<file path="src/rtl/qm_pkg.sv">
package qm_pkg;
  typedef enum logic [2:0] {
    ST_IDLE,
    ST_MUL1,
    ST_MUL2,
    ST_CHK,
    ST_DIV
  } qm_state_t;
endpackage

</file>
<file path="src/rtl/qm_poly.sv">
// Horner evaluator: one shared signed x unsigned multiplier, two steps.
module qm_poly #(
  parameter int RATIO_W = 16,
  parameter int COEF_W  = 24,
  parameter int ACC_W   = 28
) (
  input  logic                     clk,
  input  logic                     rst,
  input  logic                     step_first,
  input  logic                     step_second,
  input  logic [RATIO_W-1:0]       ratio,
  input  logic signed [COEF_W-1:0] ca,
  input  logic signed [COEF_W-1:0] cb,
  input  logic signed [COEF_W-1:0] cc,
  output logic signed [ACC_W-1:0]  acc
);
  localparam int FRAC   = RATIO_W - 1;
  localparam int PROD_W = ACC_W + RATIO_W + 1;

  logic signed [ACC_W-1:0]  mul_x;
  logic signed [ACC_W-1:0]  add_y;
  logic signed [PROD_W-1:0] prod;
  logic signed [PROD_W-1:0] full;
  logic signed [ACC_W-1:0]  acc_q;

  always_comb begin
    if (step_second) begin
      mul_x = acc_q;
      add_y = ACC_W'(cc);
    end else begin
      mul_x = ACC_W'(ca);
      add_y = ACC_W'(cb);
    end
    prod = PROD_W'(mul_x) * $signed({1'b0, ratio});
    full = (prod >>> FRAC) + PROD_W'(add_y);
  end

  always_ff @(posedge clk) begin
    if (rst) acc_q <= '0;
    else if (step_first || step_second) acc_q <= full[ACC_W-1:0];
  end

  assign acc = acc_q;

  // the accumulator is wide enough, so nothing is lost by truncation
  p_no_overflow_r2: assert property (@(posedge clk) disable iff (rst)
    (step_first || step_second) |->
      ((full[PROD_W-1:ACC_W-1] == '0) || (full[PROD_W-1:ACC_W-1] == '1)));

  // the two steps never coincide
  p_step_excl_r2: assert property (@(posedge clk) disable iff (rst)
    !(step_first && step_second));
endmodule

</file>
<file path="src/rtl/qm_div.sv">
// Restoring divider: one quotient bit per cycle, NUM_W cycles.
module qm_div #(
  parameter int NUM_W = 23,
  parameter int DEN_W = 28
) (
  input  logic             clk,
  input  logic             rst,
  input  logic             load,
  input  logic [NUM_W-1:0] num,
  input  logic [DEN_W-1:0] den,
  output logic             busy,
  output logic [NUM_W-1:0] quo
);
  localparam int CNT_W = $clog2(NUM_W + 1);

  logic [CNT_W-1:0] cnt_q;
  logic [NUM_W-1:0] nsh_q;
  logic [NUM_W-1:0] quo_q;
  logic [DEN_W-1:0] rem_q;
  logic [DEN_W-1:0] den_q;
  logic [DEN_W:0]   trial;
  logic [DEN_W+1:0] diff;
  logic             take;

  always_comb begin
    trial = {rem_q, nsh_q[NUM_W-1]};
    diff  = {1'b0, trial} - {2'b00, den_q};
    take  = !diff[DEN_W+1];
  end

  always_ff @(posedge clk) begin
    if (rst) begin
      cnt_q <= '0;
      nsh_q <= '0;
      quo_q <= '0;
      rem_q <= '0;
      den_q <= '0;
    end else if (load) begin
      cnt_q <= CNT_W'(NUM_W);
      nsh_q <= num;
      quo_q <= '0;
      rem_q <= '0;
      den_q <= den;
    end else if (cnt_q != '0) begin
      cnt_q <= cnt_q - 1'b1;
      nsh_q <= {nsh_q[NUM_W-2:0], 1'b0};
      quo_q <= {quo_q[NUM_W-2:0], take};
      rem_q <= take ? diff[DEN_W-1:0] : trial[DEN_W-1:0];
    end
  end

  assign busy = (cnt_q != '0);
  assign quo  = quo_q;

  // the partial remainder stays below the divisor
  p_rem_below_r3: assert property (@(posedge clk) disable iff (rst)
    busy |-> (rem_q < den_q));

  // a subtraction result always fits back into the remainder
  p_rem_fit_r3: assert property (@(posedge clk) disable iff (rst)
    (busy && take) |-> !diff[DEN_W]);

  // a zero divisor is never loaded
  p_den_nonzero_r3: assert property (@(posedge clk) disable iff (rst)
    load |-> (den != '0));
endmodule

</file>
<file path="src/rtl/qm_mapper.sv">
module qm_mapper
  import qm_pkg::*;
#(
  parameter int RATIO_W     = 16,
  parameter int COEF_W      = 24,
  parameter int CODE_W      = 11,
  parameter int CODE_MIN    = 8,
  parameter int CODE_MAX    = 2047,
  parameter int HALF_PERIOD = 6553600
) (
  input  logic                     clk,
  input  logic                     rst,
  input  logic                     start_i,
  input  logic [RATIO_W-1:0]       ratio_i,
  input  logic signed [COEF_W-1:0] coef_a_i,
  input  logic signed [COEF_W-1:0] coef_b_i,
  input  logic signed [COEF_W-1:0] coef_c_i,
  output logic [CODE_W-1:0]        code_o,
  output logic                     valid_o
);
  localparam int HALF_W = $clog2(HALF_PERIOD + 1);
  localparam int ACC_W  = COEF_W + 4;
  localparam logic [HALF_W-1:0] LIM_HI = HALF_W'(CODE_MAX);
  localparam logic [HALF_W-1:0] LIM_LO = HALF_W'(CODE_MIN);

  qm_state_t                state_q;
  logic [RATIO_W-1:0]       rat_q;
  logic signed [COEF_W-1:0] ca_q, cb_q, cc_q;
  logic signed [ACC_W-1:0]  est;
  logic                     div_busy;
  logic [HALF_W-1:0]        div_quo;
  logic                     est_pos;
  logic                     accept;
  logic [CODE_W-1:0]        code_q;
  logic                     valid_q;

  assign accept  = start_i && (state_q == ST_IDLE);
  assign est_pos = !est[ACC_W-1] && (est != '0);

  always_ff @(posedge clk) begin
    if (rst) begin
      rat_q <= '0;
      ca_q  <= '0;
      cb_q  <= '0;
      cc_q  <= '0;
    end else if (accept) begin
      rat_q <= ratio_i;
      ca_q  <= coef_a_i;
      cb_q  <= coef_b_i;
      cc_q  <= coef_c_i;
    end
  end

  qm_poly #(
    .RATIO_W(RATIO_W),
    .COEF_W (COEF_W),
    .ACC_W  (ACC_W)
  ) u_poly (
    .clk        (clk),
    .rst        (rst),
    .step_first (state_q == ST_MUL1),
    .step_second(state_q == ST_MUL2),
    .ratio      (rat_q),
    .ca         (ca_q),
    .cb         (cb_q),
    .cc         (cc_q),
    .acc        (est)
  );

  qm_div #(
    .NUM_W(HALF_W),
    .DEN_W(ACC_W)
  ) u_div (
    .clk (clk),
    .rst (rst),
    .load((state_q == ST_CHK) && est_pos),
    .num (HALF_W'(HALF_PERIOD)),
    .den (est),
    .busy(div_busy),
    .quo (div_quo)
  );

  always_ff @(posedge clk) begin
    if (rst) begin
      state_q <= ST_IDLE;
      code_q  <= CODE_W'(CODE_MAX);
      valid_q <= 1'b0;
    end else begin
      valid_q <= 1'b0;
      unique case (state_q)
        ST_IDLE: if (start_i) state_q <= ST_MUL1;
        ST_MUL1: state_q <= ST_MUL2;
        ST_MUL2: state_q <= ST_CHK;
        ST_CHK: begin
          if (est_pos) begin
            state_q <= ST_DIV;
          end else begin
            code_q  <= CODE_W'(CODE_MAX);
            valid_q <= 1'b1;
            state_q <= ST_IDLE;
          end
        end
        ST_DIV: begin
          if (!div_busy) begin
            if (div_quo > LIM_HI)      code_q <= CODE_W'(CODE_MAX);
            else if (div_quo < LIM_LO) code_q <= CODE_W'(CODE_MIN);
            else                       code_q <= div_quo[CODE_W-1:0];
            valid_q <= 1'b1;
            state_q <= ST_IDLE;
          end
        end
        default: state_q <= ST_IDLE;
      endcase
    end
  end

  assign code_o  = code_q;
  assign valid_o = valid_q;

  // valid lasts one cycle
  p_valid_pulse_r7: assert property (@(posedge clk) disable iff (rst)
    valid_o |=> !valid_o);

  // the codeword only moves together with valid
  p_code_hold_r9: assert property (@(posedge clk) disable iff (rst)
    !$stable(code_o) |-> valid_o);

  // every published code lies in the legal range
  p_code_range_r4: assert property (@(posedge clk) disable iff (rst)
    valid_o |-> ((code_o >= CODE_W'(CODE_MIN)) && (code_o <= CODE_W'(CODE_MAX))));

  // a non-positive estimate publishes the maximum code next cycle
  p_nonpos_max_r6: assert property (@(posedge clk) disable iff (rst)
    ((state_q == ST_CHK) && !est_pos) |=> (valid_o && (code_o == CODE_W'(CODE_MAX))));

  // a start during a computation does not disturb the captured operands
  p_ignore_busy_r8: assert property (@(posedge clk) disable iff (rst)
    (start_i && (state_q != ST_IDLE)) |=> $stable(rat_q));
endmodule

</file>
<file path="config.mk">
export PLATFORM = sky130hd
export DESIGN_NAME = qm_mapper
export DESIGN_NICKNAME = d
export VERILOG_FILES = /design/src/rtl/qm_pkg.sv /design/src/rtl/qm_poly.sv /design/src/rtl/qm_div.sv /design/src/rtl/qm_mapper.sv
export SDC_FILE = /design/constraint.sdc
export NUM_CORES = 2
export LEC_CHECK = 0
export BUFFER_PORTS_ARGS = -buffer_cell sky130_fd_sc_hd__buf_2
export CORE_MARGIN = 1.5
export CORE_UTILIZATION = 40
export DETAILED_ROUTE_END_ITERATION = 16
export GPL_TIMING_DRIVEN = 0
export PLACE_DENSITY = 0.62
export SLEW_MARGIN = 30
export SYNTH_ARGS = -nofsm -noshare
export SYNTH_HDL_FRONTEND = slang
export SYNTH_SLANG_ARGS = --single-unit
</file>
<file path="constraint.sdc">
create_clock -name clk -period 9.55 [get_ports clk]
set_input_delay 0.4775 -clock clk [delete_from_list [all_inputs] [get_ports clk]]
set_output_delay 0.4775 -clock clk [all_outputs]
set_load 0.02 [all_outputs]
</file>
# Yosys cells after proc, flatten, opt, wreduce, memory -nomap -nowiden
# Cells that the tools add are included.
# Widths: inputs -> output; s select.
# op_classes
addsub,3
multipliers,1
magnitude_cmp,2
n_eq_ne,7
n_mux,19
n_reduce_logical,14
# op_table
op,count
$mux 28,3
$mux 23,2
$mux 11,4
$mul 28x17->43,1
$sub 29x28->30,1
$add 28x28->28,1
$reduce_bool 28->1,1
$gt 23x11->1 const B,1
$lt 23x4->1 const B,1
$pmux 11 s2,1
$pmux 3 s5,1
$mux 5,2
$mux 3,3
$eq 3x2->1 const B,2
$ne 2x2->1 const B,3
$reduce_bool 5->1,1
$sub 5x1->5 const B,1
$reduce_bool 2->1,2
$eq 3x1->1 const B,1
$eq 3x3->1 const B,1
$logic_and 1x1->1,3
$logic_not 3->1,1
$reduce_and 3->1,1
$logic_not 1->1,2
other kinds (5),6
# totals
register_bits,220
input_bits,91
out_inout_bits,12
wordCells,61

# Longest topological paths before layout
# logic_depth
depth_word,5
ltp_mapped,39
ltp_nobuf,36

# By module
# From an unflattened synthesis, not the netlist that was laid out.
# unflattened
hier_cells,3271
area_unflattened_um2,27536.4
# by_module_without_submodules
module,n_inst,cells_per_inst,area_each_um2,seq_area_each_um2
qm_poly,1,2058,18031.0,560.5
qm_div,1,737,5685.5,2142.1
qm_mapper,1,476,3819.9,2062.0

# Worst setup path before layout
# No wires, ideal clock.
# synth_timing
path_type,reg2reg
from,register state_q[2]
to,register u_poly.acc_q[25] (netlist: u_poly.acc[25])
setup_ps,114
arrival_time_ps,8795
t_required_ps,9436
slack_ps,641
path_stages_with_launch,37
n_path_buf,2
synth_period_minus_slack_ps,8909
path_cell_list,dfxtp_1 > clkbuf_1 > nor3b_2 > clkbuf_1 > mux2_2 > and2_1 > fa_1 > inv_1 > fa_1 > inv_1 > fa_1 > fa_1 > fa_1 > inv_1 > fa_1 > inv_1 > ha_1 > a21o_1 > a41oi_1 > a21oi_1 > and2_1 > o21a_1 > o21a_1 > o21a_1 > nor2_1 > xnor2_1 > ha_1 > a2111oi_1 > nand2b_1 > o221ai_1 > nand2_1 > a31oi_1 > o21ai_1 > a31oi_1 > o21ai_1 > xnor2_1 > a21o_1
# synth_via
elab_chain_cells,4
word_cells_on_any_way,7
cone_classes,add/sub: 1; mul: 1; eq/ne: 2; mux: 2; reduce/logical: 1
# synth_rtl
element,line,source
"start, declared",qm_mapper.sv:26,qm_state_t state_q;
"start signal, assigned",qm_mapper.sv:85,state_q <= ST_IDLE;
"start signal, assigned",qm_mapper.sv:91,ST_IDLE: if (start_i) state_q <= ST_MUL1;
"start signal, assigned",qm_mapper.sv:92,ST_MUL1: state_q <= ST_MUL2;
$eq 3x2->1,qm_mapper.sv:62,".step_second(state_q == ST_MUL2),"
$mux 28,qm_poly.sv:27,if (step_second) begin
$mul 28x17->43,qm_poly.sv:34,"prod = PROD_W'(mul_x) * $signed({1'b0, ratio});"
$add 28x28->28,qm_poly.sv:35,full = (prod >>> FRAC) + PROD_W'(add_y);
"end signal, assigned",qm_poly.sv:40,else if (step_first || step_second) acc_q <= full[ACC_W-1:0];
"end, declared",qm_poly.sv:24,logic signed [ACC_W-1:0] acc_q;
# Several ways; a longest one is shown, not always the timed one.
# A chain may end at the register's enable or synchronous reset.

# Worst setup path after layout
# layout_timing
from,register state_q[1]
to,register u_poly.acc_q[27] (netlist: u_poly.acc[27])
# Same word-level chain as after synthesis.

==> results.md <==
* H-tree depth at 1
* Cts hold-fix bufs at 0
* Post-synthesis async set-or-reset flop share at 0%
* Critical path data arrival time at between 9 and 10 ns
* Via count at around 21000
* YS warnings at 0
* Die Y at 258 um
* Multi-input combinational cell area at 19500 um2
* Most used DFF post-synth: dfxtp_1
* Yosys top cell area share at between 30% and 40%
* Final std cells w/o fill at 4073
* Final Core Density at between 40% and 50%
* Ports at 103
* P&R area growth vs syn at 12.1%
* EDFF count, synth at 0
* Routed len/inst at 18.6 um
* DP Area at between 20000 and 30000 um2
* Fmax at 108 MHz
* Worst Tran Pin Value at 0.884 ns
* Commonest non-fill, non-tap cell in the layout: nand2_1
* Mux share of post-synthesis cell area at 3.19%
* Sequential-to-total area share from yosys stat at 16.9%
* Leading area contributor after synthesis: fa_1
* Vias per cell at approximately 5.1
* Max Cap Viol at 0
* Final setup margin at 0.290 ns
* Die W at 258 um
* Sink Count at 220
* Final hold violations at 0
* Post-Synth XOR/XNOR Area at between 2 and 3%
* GP Congestion at 0.874
* Synth cell types at 69
* Pwr per Cell Area at 161 nW/um2
* HPWL after DPL at 62200 um
* Flops & latches, synth at 220
* Post-Route WL at 76000 um
* Max FO, Critical Path at 10
* Die area at 66700 um2
* Pre-Repair DR Iteration Count at 5
* Root buf cell: clkbuf_16
* Reg area at between 4000 and 5000 um2
* Post-DRT Antenna Nets at 0
* Mapped Cells at 3056
* Number of diodes at 0
* Critical Path Max Stage Delay at 0.59 ns
* Slew margin rel. at between 40% and 50%
* Compound-Gate Fraction of Synth Area at 9.92%
* R2R Setup Slk at ~0.29 ns
* Top cells by area, synth: fa_1, dfxtp_1, nand2_1
* Post-synthesis simple-gate area fraction at 17.2%
* Row cnt at 93
* Clock transition at path regs at ~0.06 ns
* Fraction of layout cells with a size suffix above 1 at 9.91%
* Adder-cell area share of the yosys netlist at 40.0%
* Critical R2R Capture: u_poly.acc[27]
* Final count of pins violating max slew at 0
* Setup Crit Path Kind: flop to flop
* First-pass GRT wire length at 119000 um
* Final total power at 4.71 mW
* Fin crit period at 9.26 ns
* All-Layer GR Usage at 23.2%
* Initial antenna violation count at 0
* Clock Latency Late Sink at 0.55 ns
* Worst R2R Path Depth at 33
* Total grt overflow at 0
* Commonest cells after routing, fill and taps aside: nand2_1, inv_1, fa_1
* Beginning of the critical path: state_q[1]
* CP top delay family: adder cells
* Buf+Inv Stages, Crit Path at 9
* Critical-path top delay cell: fa_1
* Initial Utilization at 40.4%
* TritonCTS Buffers at 25
* Max IR drop VDD at ~140 uV
* Pin count of the biggest net entering global routing at 17
* PortBufs at 101
* Syn_nets at 3727
* Main combinational cell family by area after synthesis: adder cells
* Status: complete, no violations
* Core area at 64500 um2
* DRC viols at 0
* Fillers at 6423
* Final setup viols at 0
* Worst r2r src: state_q[1]
* Worst EP required at about 10 ns
* LEAKAGE at 13.9 nW
* Post-Place Cells at 4013
* Worst Setup Start Kind: flop
* Vias in the first global route at 21000
* Worst Hold Depth at 3
* Most common cell on crit path: fa_1
* Final net count at 3872
* Crit. End Element: flop
* TritonCTS clock tree: done
* Clock skew at 0.0271 ns
* Final critical-path share of the clock period at 97.0%
* Clk buf depth at 3
* Pre-CTS worst setup slack at -1.95 ns
* DRT iter0 DRCs at 1335
* Crit path to: u_poly.acc[27]
* Stages on worst setup path at 33
* Worst Hold Class: input pin to flop
* Mapped Area at 26100 um2
* Mapped Avg Cell Area at 8.53 um2
* Finished Cell Area at 29200 um2
[worst min path at each step]
stage	startpoint	end	slack (ns)
final	coef_b_i[14]	cb_q[14]	0.17
after global routing	coef_b_i[13]	cb_q[13]	0.17
after CTS	coef_b_i[4]	cb_q[4]	0.16
after detailed placement	u_div.den_q[27]	u_div.den_q[27]	0.44
after global placement	u_div.den_q[27]	u_div.den_q[27]	0.44
after floorplan	u_div.den_q[27]	u_div.den_q[27]	0.42
[worst reg2reg max path, delay by kind of cell, from the launching register on]
family	cells	cell delay, ns
AO/OA/AOI/OAI	6	0.99
XOR/XNOR	1	0.15
adder cells (fa/ha/maj)	8	3.76
buffers and inverters	9	1.51
flip-flops	1	0.34
multiplexers	1	0.32
AND/OR/NAND/NOR	8	2.03
[final cells by class]
type | instances | area share (%)
sequential | 220 | 15.1
buffer | 150 | 2.62
multi-input combinational | 2153 | 66.7
timing repair buffer | 124 | 2.34
clock inverter | 13 | 0.458
tap | 855 | 3.66
clock buffer | 31 | 2.36
inverter | 527 | 6.77
[repair_timing]
action                                  in CTS  in global routing
pin swaps                                    6                 31
resized for setup                           92                 75
endpoints found under the setup margin      23                 15
cloned                                       0                  0
setup buffers                                9                 13
[cell usage after synthesis (all sizes together), types with 5 or more instances]
master  count
nor4       13
mux2       48
and2      184
and3        8
o21bai     10
nand2b     12
nor2b      16
nor3       23
clkbuf    138
nor3b       6
nor2       97
nand3      13
a21o       31
nand2     592
dfxtp     220
fa        421
a21oi     216
xnor2      49
buf        18
xor2       29
o31a        5
mux2i      29
o22a        7
o22ai       7
a211oi     16
inv       527
or3        11
o21a       15
ha        159
a311oi      9
nand4       7
o21ai      58
o211ai      9
a31oi      14
[logic make-up after synthesis]
family                     count (synthesis)
and+or+nand+nor                          994
xor gates and xnor gates                  79
muxes                                     77
AOI/OAI and AO/OA                        423
buffers and inverters                    683
DFF                                      220
adders and majority gates                580
[through the flow]
step / hold WS, ns / TNS, ns
5_1_grt: 0.169 / -0.00573
6_report: 0.171 / 0
3_3_place_gp: 0.436 / -27.24
4_1_cts: 0.156 / 0
2_1_floorplan: 0.422 / 0
3_5_place_dp: 0.437 / -23.94
[state kept, by name (all words and copies together), names as in the netlist, 5 cells and up]
| name | flops |
|---|---|
| ca_q | 24 |
| cb_q | 24 |
| cc_q | 24 |
| code_o | 11 |
| rat_q | 16 |
| u_div.cnt_q | 5 |
| u_div.den_q | 28 |
| u_div.nsh_q | 5 |
| u_div.quo | 23 |
| u_div.rem_q | 28 |
| u_poly.acc | 28 |
[layer usage]
metal | part of all wire [%] | GRT usage [%] | vias to the layer above
met2 | 46 | 37.1 | 597
met1 | 43 | 31.4 | 10200
met4 | 4.8 | 9.83 | 0
met5 | 0 | 0 | -
li1 | - | - | 9747
met3 | 6.2 | 3.56 | 139
[where the power goes]
group,total [mW],switching (mW),internal (mW),leakage [nW]
Combinational,2.59,1.59,1.00,11.7
Sequential,1.15,0.110,1.04,1.80
Clock,0.973,0.407,0.565,0.400
(Power assumes the default switching activity.)
